==> src/rtl/nvm_cfg_pkg.sv <==
package nvm_cfg_pkg;
  localparam int IMG_W = 9;

  // Field image as it appears on the bus, MSB first.
  typedef struct packed {
    logic       stop;
    logic [1:0] wt;
    logic [1:0] spc;
    logic       lock;
    logic       boot;
    logic       frz;
    logic       pe;
  } cfg_t;

  function automatic logic [2:0] wait_to_clks(input logic [1:0] w);
    logic [2:0] c;
    case (w)
      2'b00:   c = 3'd3;
      2'b01:   c = 3'd4;
      2'b10:   c = 3'd5;
      default: c = 3'd2;
    endcase
    return c;
  endfunction
endpackage

==> src/rtl/nvm_cfg_fields.sv <==
module nvm_cfg_fields
  import nvm_cfg_pkg::*;
(
  input  logic             clk,
  input  logic             rst,
  input  logic             we,
  input  logic [IMG_W-1:0] wimg,
  input  logic             shd_boot,
  input  logic             shd_lock,
  input  logic [1:0]       shd_spc,
  input  logic [1:0]       shd_wt,
  output cfg_t             cfg_q
);
  cfg_t w;
  logic prot_open;

  assign w         = cfg_t'(wimg);
  assign prot_open = !cfg_q.lock && cfg_q.stop;

  always_ff @(posedge clk) begin
    if (rst) begin
      cfg_q.stop <= 1'b1;
      cfg_q.wt   <= shd_wt;
      cfg_q.spc  <= shd_spc;
      cfg_q.lock <= shd_lock;
      cfg_q.boot <= shd_boot;
      cfg_q.frz  <= 1'b0;
      cfg_q.pe   <= 1'b0;
    end else if (we) begin
      cfg_q.pe   <= w.pe;
      cfg_q.frz  <= w.frz;
      cfg_q.stop <= w.stop;
      if (w.lock) cfg_q.lock <= 1'b1;
      if (prot_open) begin
        cfg_q.spc <= w.spc;
        cfg_q.wt  <= w.wt;
      end
    end
  end
endmodule

==> src/rtl/nvm_cfg_hvgate.sv <==
module nvm_cfg_hvgate (
  input  logic clk,
  input  logic rst,
  input  logic pe_en,
  input  logic frz_ctl,
  input  logic freeze,
  output logic hv_on
);
  always_ff @(posedge clk) begin
    if (rst) hv_on <= 1'b0;
    else     hv_on <= pe_en && (frz_ctl || !freeze);
  end
endmodule

==> src/rtl/nvm_cfg_rdmux.sv <==
module nvm_cfg_rdmux
  import nvm_cfg_pkg::*;
#(
  parameter int DW = 16
) (
  input  logic          clk,
  input  logic          rst,
  input  logic          sel,
  input  cfg_t          img,
  output logic [DW-1:0] rdata
);
  logic [DW-1:0] ext;

  always_comb begin
    ext = '0;
    ext[IMG_W-1:0] = img;
  end

  always_ff @(posedge clk) begin
    if (rst)      rdata <= '0;
    else if (sel) rdata <= ext;
    else          rdata <= '0;
  end
endmodule

==> src/rtl/nvm_cfg_reg.sv <==
module nvm_cfg_reg
  import nvm_cfg_pkg::*;
#(
  parameter int DW = 16
) (
  input  logic          clk,
  input  logic          rst,
  input  logic          sel,
  input  logic          wr_en,
  input  logic [DW-1:0] wdata,
  output logic [DW-1:0] rdata,
  input  logic          shd_boot,
  input  logic          shd_lock,
  input  logic [1:0]    shd_space,
  input  logic [1:0]    shd_wait,
  input  logic          dbg_freeze,
  output logic          cfg_pe_en,
  output logic          cfg_frz_ctl,
  output logic          cfg_boot_dis,
  output logic          cfg_lock,
  output logic [1:0]    cfg_space,
  output logic [1:0]    cfg_wait,
  output logic          cfg_stop,
  output logic [2:0]    xfer_clks,
  output logic          hv_on
);
  cfg_t cfg_q;

  generate
    if (DW < IMG_W) begin : g_bad_width
      initial $error("nvm_cfg_reg: DW must be at least %0d", IMG_W);
    end else if (DW > IMG_W) begin : g_hi_bits
      logic unused_wdata_hi;
      assign unused_wdata_hi = ^wdata[DW-1:IMG_W];
    end
  endgenerate

  nvm_cfg_fields u_fields (
    .clk      (clk),
    .rst      (rst),
    .we       (sel && wr_en),
    .wimg     (wdata[IMG_W-1:0]),
    .shd_boot (shd_boot),
    .shd_lock (shd_lock),
    .shd_spc  (shd_space),
    .shd_wt   (shd_wait),
    .cfg_q    (cfg_q)
  );

  nvm_cfg_hvgate u_hv (
    .clk     (clk),
    .rst     (rst),
    .pe_en   (cfg_q.pe),
    .frz_ctl (cfg_q.frz),
    .freeze  (dbg_freeze),
    .hv_on   (hv_on)
  );

  nvm_cfg_rdmux #(.DW(DW)) u_rd (
    .clk   (clk),
    .rst   (rst),
    .sel   (sel),
    .img   (cfg_q),
    .rdata (rdata)
  );

  assign cfg_pe_en    = cfg_q.pe;
  assign cfg_frz_ctl  = cfg_q.frz;
  assign cfg_boot_dis = cfg_q.boot;
  assign cfg_lock     = cfg_q.lock;
  assign cfg_space    = cfg_q.spc;
  assign cfg_wait     = cfg_q.wt;
  assign cfg_stop     = cfg_q.stop;
  assign xfer_clks    = wait_to_clks(cfg_q.wt);
endmodule

==> config.mk <==
export PLATFORM = sky130hd
export DESIGN_NAME = nvm_cfg_reg
export DESIGN_NICKNAME = d
export VERILOG_FILES = /design/src/rtl/nvm_cfg_pkg.sv /design/src/rtl/nvm_cfg_fields.sv /design/src/rtl/nvm_cfg_hvgate.sv /design/src/rtl/nvm_cfg_rdmux.sv /design/src/rtl/nvm_cfg_reg.sv
export SDC_FILE = /design/constraint.sdc
export NUM_CORES = 1
export LEC_CHECK = 0
export BUFFER_PORTS_ARGS = -buffer_cell sky130_fd_sc_hd__buf_2
export CAP_MARGIN = 20
export CORE_MARGIN = 4
export CORE_UTILIZATION = 41
export CTS_BUF_LIST = sky130_fd_sc_hd__clkbuf_4
export DETAILED_ROUTE_END_ITERATION = 8
export HOLD_SLACK_MARGIN = 0.15
export PLACE_DENSITY = 0.8
export SYNTH_ARGS = -nofsm -noshare
export SYNTH_HDL_FRONTEND = slang
export SYNTH_HIERARCHICAL = 1
export SYNTH_SLANG_ARGS = --single-unit
==> constraint.sdc <==
create_clock -name clk -period 1.1 [get_ports clk]
set_input_delay 0 -clock clk [delete_from_list [all_inputs] [get_ports clk]]
set_output_delay 0 -clock clk [all_outputs]
set_load 0.02 [all_outputs]
=== Word-level counts from Yosys, hierarchy flattened ===
Index checks and enable logic that the tools add are counted.

* Register bits: 26
* Output and inout port bits: 29
* Logic and storage cells: 31
* Input port bits: 27

* Reduce and logical (&&, ||, !) cells: 13
* Bitwise operators: 1
* Mux-type cells: 5
* Equal/unequal tests: 2

{| class="wikitable"
|+ Operators by type and width
! kind !! number
|-
| 5-bit two-way mux || 2
|-
| 3-bit case mux with 3 select lines || 1
|-
| 2-bit nonzero test || 3
|-
| 4-bit two-way mux || 1
|-
| 2-bit AND reduction || 2
|-
| 1-bit logical AND || 3
|-
| 2-bit by 1-bit == test with 1-bit output, second input constant || 1
|-
| 2-bit == test, second input constant || 1
|-
| 1-bit zero test || 2
|-
| 2-bit zero test || 1
|-
| 2-bit OR reduction || 1
|-
| 1-bit logical OR || 1
|-
| 1-bit two-way mux || 1
|-
| 1-bit NOT || 1
|}

=== Depth between registers and ports, before layout ===
* Word-level depth: 5
* Gate-level depth with buffers: 4
* Depth with buffers taken out: 3

=== Modules after synthesis ===
Netlist, hierarchy kept.

{| class="wikitable"
|+ By module, submodules not included
! module !! cells each !! area an instance (um^2) !! instances
|-
| nvm_cfg_fields || 25 || 386.6 || 1
|-
| nvm_cfg_rdmux || 26 || 315.3 || 1
|-
| nvm_cfg_reg || 7 || 48.8 || 1
|-
| nvm_cfg_hvgate || 3 || 46.3 || 1
|}

=== Worst setup path after synthesis ===
Ideal clock, no wire load.

* Path type: register -> register
* From: register u_fields/cfg_q[3] (netlist name)
* To: register u_fields/cfg_q[4] (netlist name)
* Arrival: 0.794 ns
* Required time: 0.762 ns
* Stages on the path, launching flop included: 2
* Setup slack: -0.032 ns
* Cell sequence: edfxtp_1 o21bai_1

* Word-level cells in the longest chain between the ends: 4

{| class="wikitable"
|+ Ends and longest elaborated chain
! element !! line !! text
|-
| 1-bit zero test || nvm_cfg_fields.sv:18 || <nowiki>assign prot_open = !cfg_q.lock && cfg_q.stop;</nowiki>
|-
| 1-bit logical AND || nvm_cfg_fields.sv:18 ||
|-
| 2-bit nonzero test (no source line) || - ||
|-
| 2-bit AND reduction (no source line) || - ||
|}

No other way between the ends.
A chain may end at the register's enable or synchronous reset.

=== Worst setup path in the final report ===
* From: register u_fields/cfg_q[7] (netlist name)
* To: output xfer_clks[0]

* Word-level cells in the longest chain between the ends: 2
* Elaborated cells on any way between the ends: 4
* Those cells by class: 2 x eq/ne; 1 x mux; 1 x reduce/logical

{| class="wikitable"
|+ Ends and longest elaborated chain
! element !! line !! text
|-
| 2-bit == test (tied with other cells) || nvm_cfg_pkg.sv:17 || <nowiki>case (w)</nowiki>
|-
| 3-bit case mux with 3 select lines * || nvm_cfg_pkg.sv:17 ||
|-
| end: declaration || nvm_cfg_reg.sv:24 || <nowiki>output logic [2:0] xfer_clks,</nowiki>
|}

Mark *: on every way between the ends. The rest lies on a longest branch, timed or not.

==> impl_metrics.py <==
metrics = {
    "status": {
        "status": "finished with violations",
        "violations": "negative setup slack",
    },
    "logic_synthesis": {
        "synth-async-reset-ratio_pct": 0,
        "synth_flop_cell": "dfxtp_1",
        "synth_fa_ha_area_share_pct": 3.14,
        "synth_commonest_cells": "dfxtp_1, and3b_1, buf_4",
        "synthSimpleGateAreaFrac_pct": 17.7,
        "syn_inst": 61,
        "yosys-top-cells-area": "dfxtp_1, edfxtp_1, and3b_1, buf_4, mux2_4",
        "synth_cell_type_count": 21,
        "muxShareOfSynthArea_pct": 10.0,
        "ys_seq_area_share_pct": 55.3,
        "synth_top_family_by_area": "simple AND/OR/NAND/NOR gates",
        "yosysTopAreaCellShare_pct": 32.7,
        "synth_edf_count": 6,
        "syn-cell-area_um2": 797,
        "yosysMostFrequentCell": "dfxtp_1",
        "synth_compound_area_share_pct": 2.98,
        "avgSynthCellArea_um2": 13.1,
        "synth-warning-count": 6,
        "synth-seq-cells": 19,
        "synth-xor-area-share_pct": 0,
        "yosys.area.top_type": "dfxtp_1",
    },
    "drt": {
        "antenna_left": 0,
        "drc": 0,
        "route.vias.total": 637,
        "viasPerCell": 4.30,
        "dr.first_iter.drc_count": 6,
        "drt_wl_total_um": 1870,
        "detail_route.wl_per_cell_um": 12.6,
        "drt_first_pass_iters": 4,
    },
    "timing": {
        "setup-tns-final_ns": -0.442,
        "final.min_clock_period_ns": 1.31,
        "setup_viol": 3,
        "grt_setup_unrepaired": "yes",
        "worst_slack_ns": -0.212,
        "fmax_mhz": 762,
        "drv_slew": 0,
        "final-hold-violation-count": 0,
        "fin_hold_ws_ns": 0.206,
        "fin_worst_skew_ns": 0.00126,
        "finalCritPeriodShare_pct": 119,
    },
    "clock_tree": {
        "ctsLongestPathBuffers": 2,
        "post_cts_buffers": 0,
        "cts_buffers": 3,
        "cts_tree": "yes",
        "clk_pin_slew_ns": 0.11,
        "numClockSinks": 19,
        "root_buffer": "clkbuf_4",
        "h-tree-depth": 1,
        "clk-insertion-delay-late_ns": 0.30,
    },
    "final_layout": {
        "diodes": 0,
        "nets": 153,
        "drive_gt1_share_pct": 48.0,
        "area_growth_pct": 56.5,
    },
    "global_routing": {
        "grt.overflow.total": 0,
        "grt_usage_pct": 14.9,
        "grt_pass1_vias": 602,
        "grt_pass1_wl_um": 2820,
        "grt_max_degree": 12,
        "antenna_found_initial": 0,
    },
    "setup_path": {
        "cp-start-kind": "register",
        "crit_chain": "ha_2 -> or2_1 -> buf_6",
        "crit_fanout": 4,
        "critPathMaxStageDelay_ns": 0.46,
        "crit_slowest_cell": "edfxtp_1",
        "crit_type": "register to primary output",
        "required_ns": 1.10,
        "arrival_ns": 1.31,
        "worst_setup_path_end_kind": "primary output",
    },
    "floorplan": {
        "initial_core_util_pct": 44.7,
        "ios": 56,
        "dieWidth_um": 52.1,
        "die_h_um": 52.1,
        "die-area_mm2": 0.00271,
        "rows": 15,
        "coreArea_mm2": 0.00178,
    },
    "power_and_ir_drop": {
        "powerDensity_mw_per_mm2": 1210,
        "vdd_ir_drop_max_mv": 0.569,
        "p_leak_nw": 0.647,
    },
    "placement": {
        "dp_hpwl_um": 1250,
        "gp_congestion": 0.674,
        "numPortBuffers": 40,
    },
    "job": {
        "cap_violations": 0,
    },
    "worst_hold_path": {
        "hp-class": "primary input to register",
    },
}
[cell usage in the layout, fill, tap and decap left out]
cell | netlist | layout
nor2b_4 | 1 | 1
ha_4 | 0 | 1
buf_4 | 8 | 3
inv_2 | 0 | 3
clkbuf_4 | 0 | 3
dfxtp_1 | 13 | 13
nor3b_2 | 1 | 1
o21bai_2 | 0 | 1
and3b_1 | 9 | 9
nor2_1 | 2 | 2
mux2i_1 | 2 | 2
mux2_4 | 4 | 4
conb_1 | 1 | 7
a21o_1 | 1 | 1
or2_1 | 1 | 1
buf_6 | 1 | 3
buf_2 | 0 | 37
ha_2 | 0 | 1
nand2b_1 | 1 | 1
a211o_1 | 1 | 1
nand2_1 | 1 | 1
edfxtp_1 | 6 | 6
dlygate4sd3_1 | 0 | 18
nor2b_1 | 1 | 1
clkinv_2 | 0 | 1
and2_1 | 1 | 1
[report_power, final]
group / leakage (nW) / internal, W / total, W / switching, W
combinational: 0.464 / 0.000182 / 0.000364 / 0.000182
clock: 0.0177 / 0.000136 / 0.000356 / 0.000220
sequential: 0.166 / 0.000766 / 0.000788 / 0.0000221
total: 0.647 / 0.00108 / 0.00151 / 0.000425
[per-layer routing]
metal	up-vias	global-route usage [%]	share of wire, %
li1	314	-	-
met1	285	16.0	38
met2	32	25.7	51
met3	6	2.87	7.3
met4	0	10.5	2.7
met5	-	0	0
[through the flow]
stage	instance area [µm²]	setup WS, ns	util (%)	total power (W)	cells
2_1_floorplan	823	0.0296	-	0.000998	67
6_report	1250	-0.212	70.0	0.00151	148
3_3_place_gp	1010	0.149	56.4	0.00107	126
5_1_grt	1250	-0.276	70.0	0.00159	148
3_5_place_dp	1010	0.107	56.4	0.00108	126
4_1_cts	1230	-0.195	68.9	0.00149	148
[state kept, by name, summed over array words and instances (netlist names)]
name and count:
u_fields/cfg_q 9, u_rd/rdata 9, u_hv/hv_on 1
[what timing repair did]
action                     4_1_cts  5_1_grt
gates resized for setup          6        4
hold buffers                    18        0
hold endpoints to repair        20        0
setup endpoints to repair        3        3
pin swaps                        0        2
[area by class of cell]
type,count,area (µm²)
clock buffers,3,22.5
clock inverters,1,5.00
fillers,132,536
inverters,3,11.3
multi-input cells,36,315
flip-flops and latches,19,440
well taps,25,31.3
repair buffers,61,422
[critical path, delay by kind of cell, from the launching register on]
kind	cells	cell delay [ns]
DFF	1	0.46
adders and majority gates	1	0.19
buffers and inverters	1	0.13
and+or+nand+nor	1	0.23
[final timing paths]
path / end / slack, ns / cells after the start / start
max: xfer_clks[0] / -0.21 / 3 / u_fields/cfg_q[7]
min: u_fields/cfg_q[8] / 0.21 / 4 / wr_en
max reg2reg: u_fields/cfg_q[7] / 0.10 / 1 / u_fields/cfg_q[3]
min reg2reg: u_hv/hv_on / 0.53 / 1 / u_fields/cfg_q[0]
[cell families after synthesis]
family | Yosys count
compound gates | 3
fa+ha+maj | 2
buf+inv | 12
flops | 19
mux | 6
other cells | 1
simple gates | 18
(Power assumes the default switching activity.)
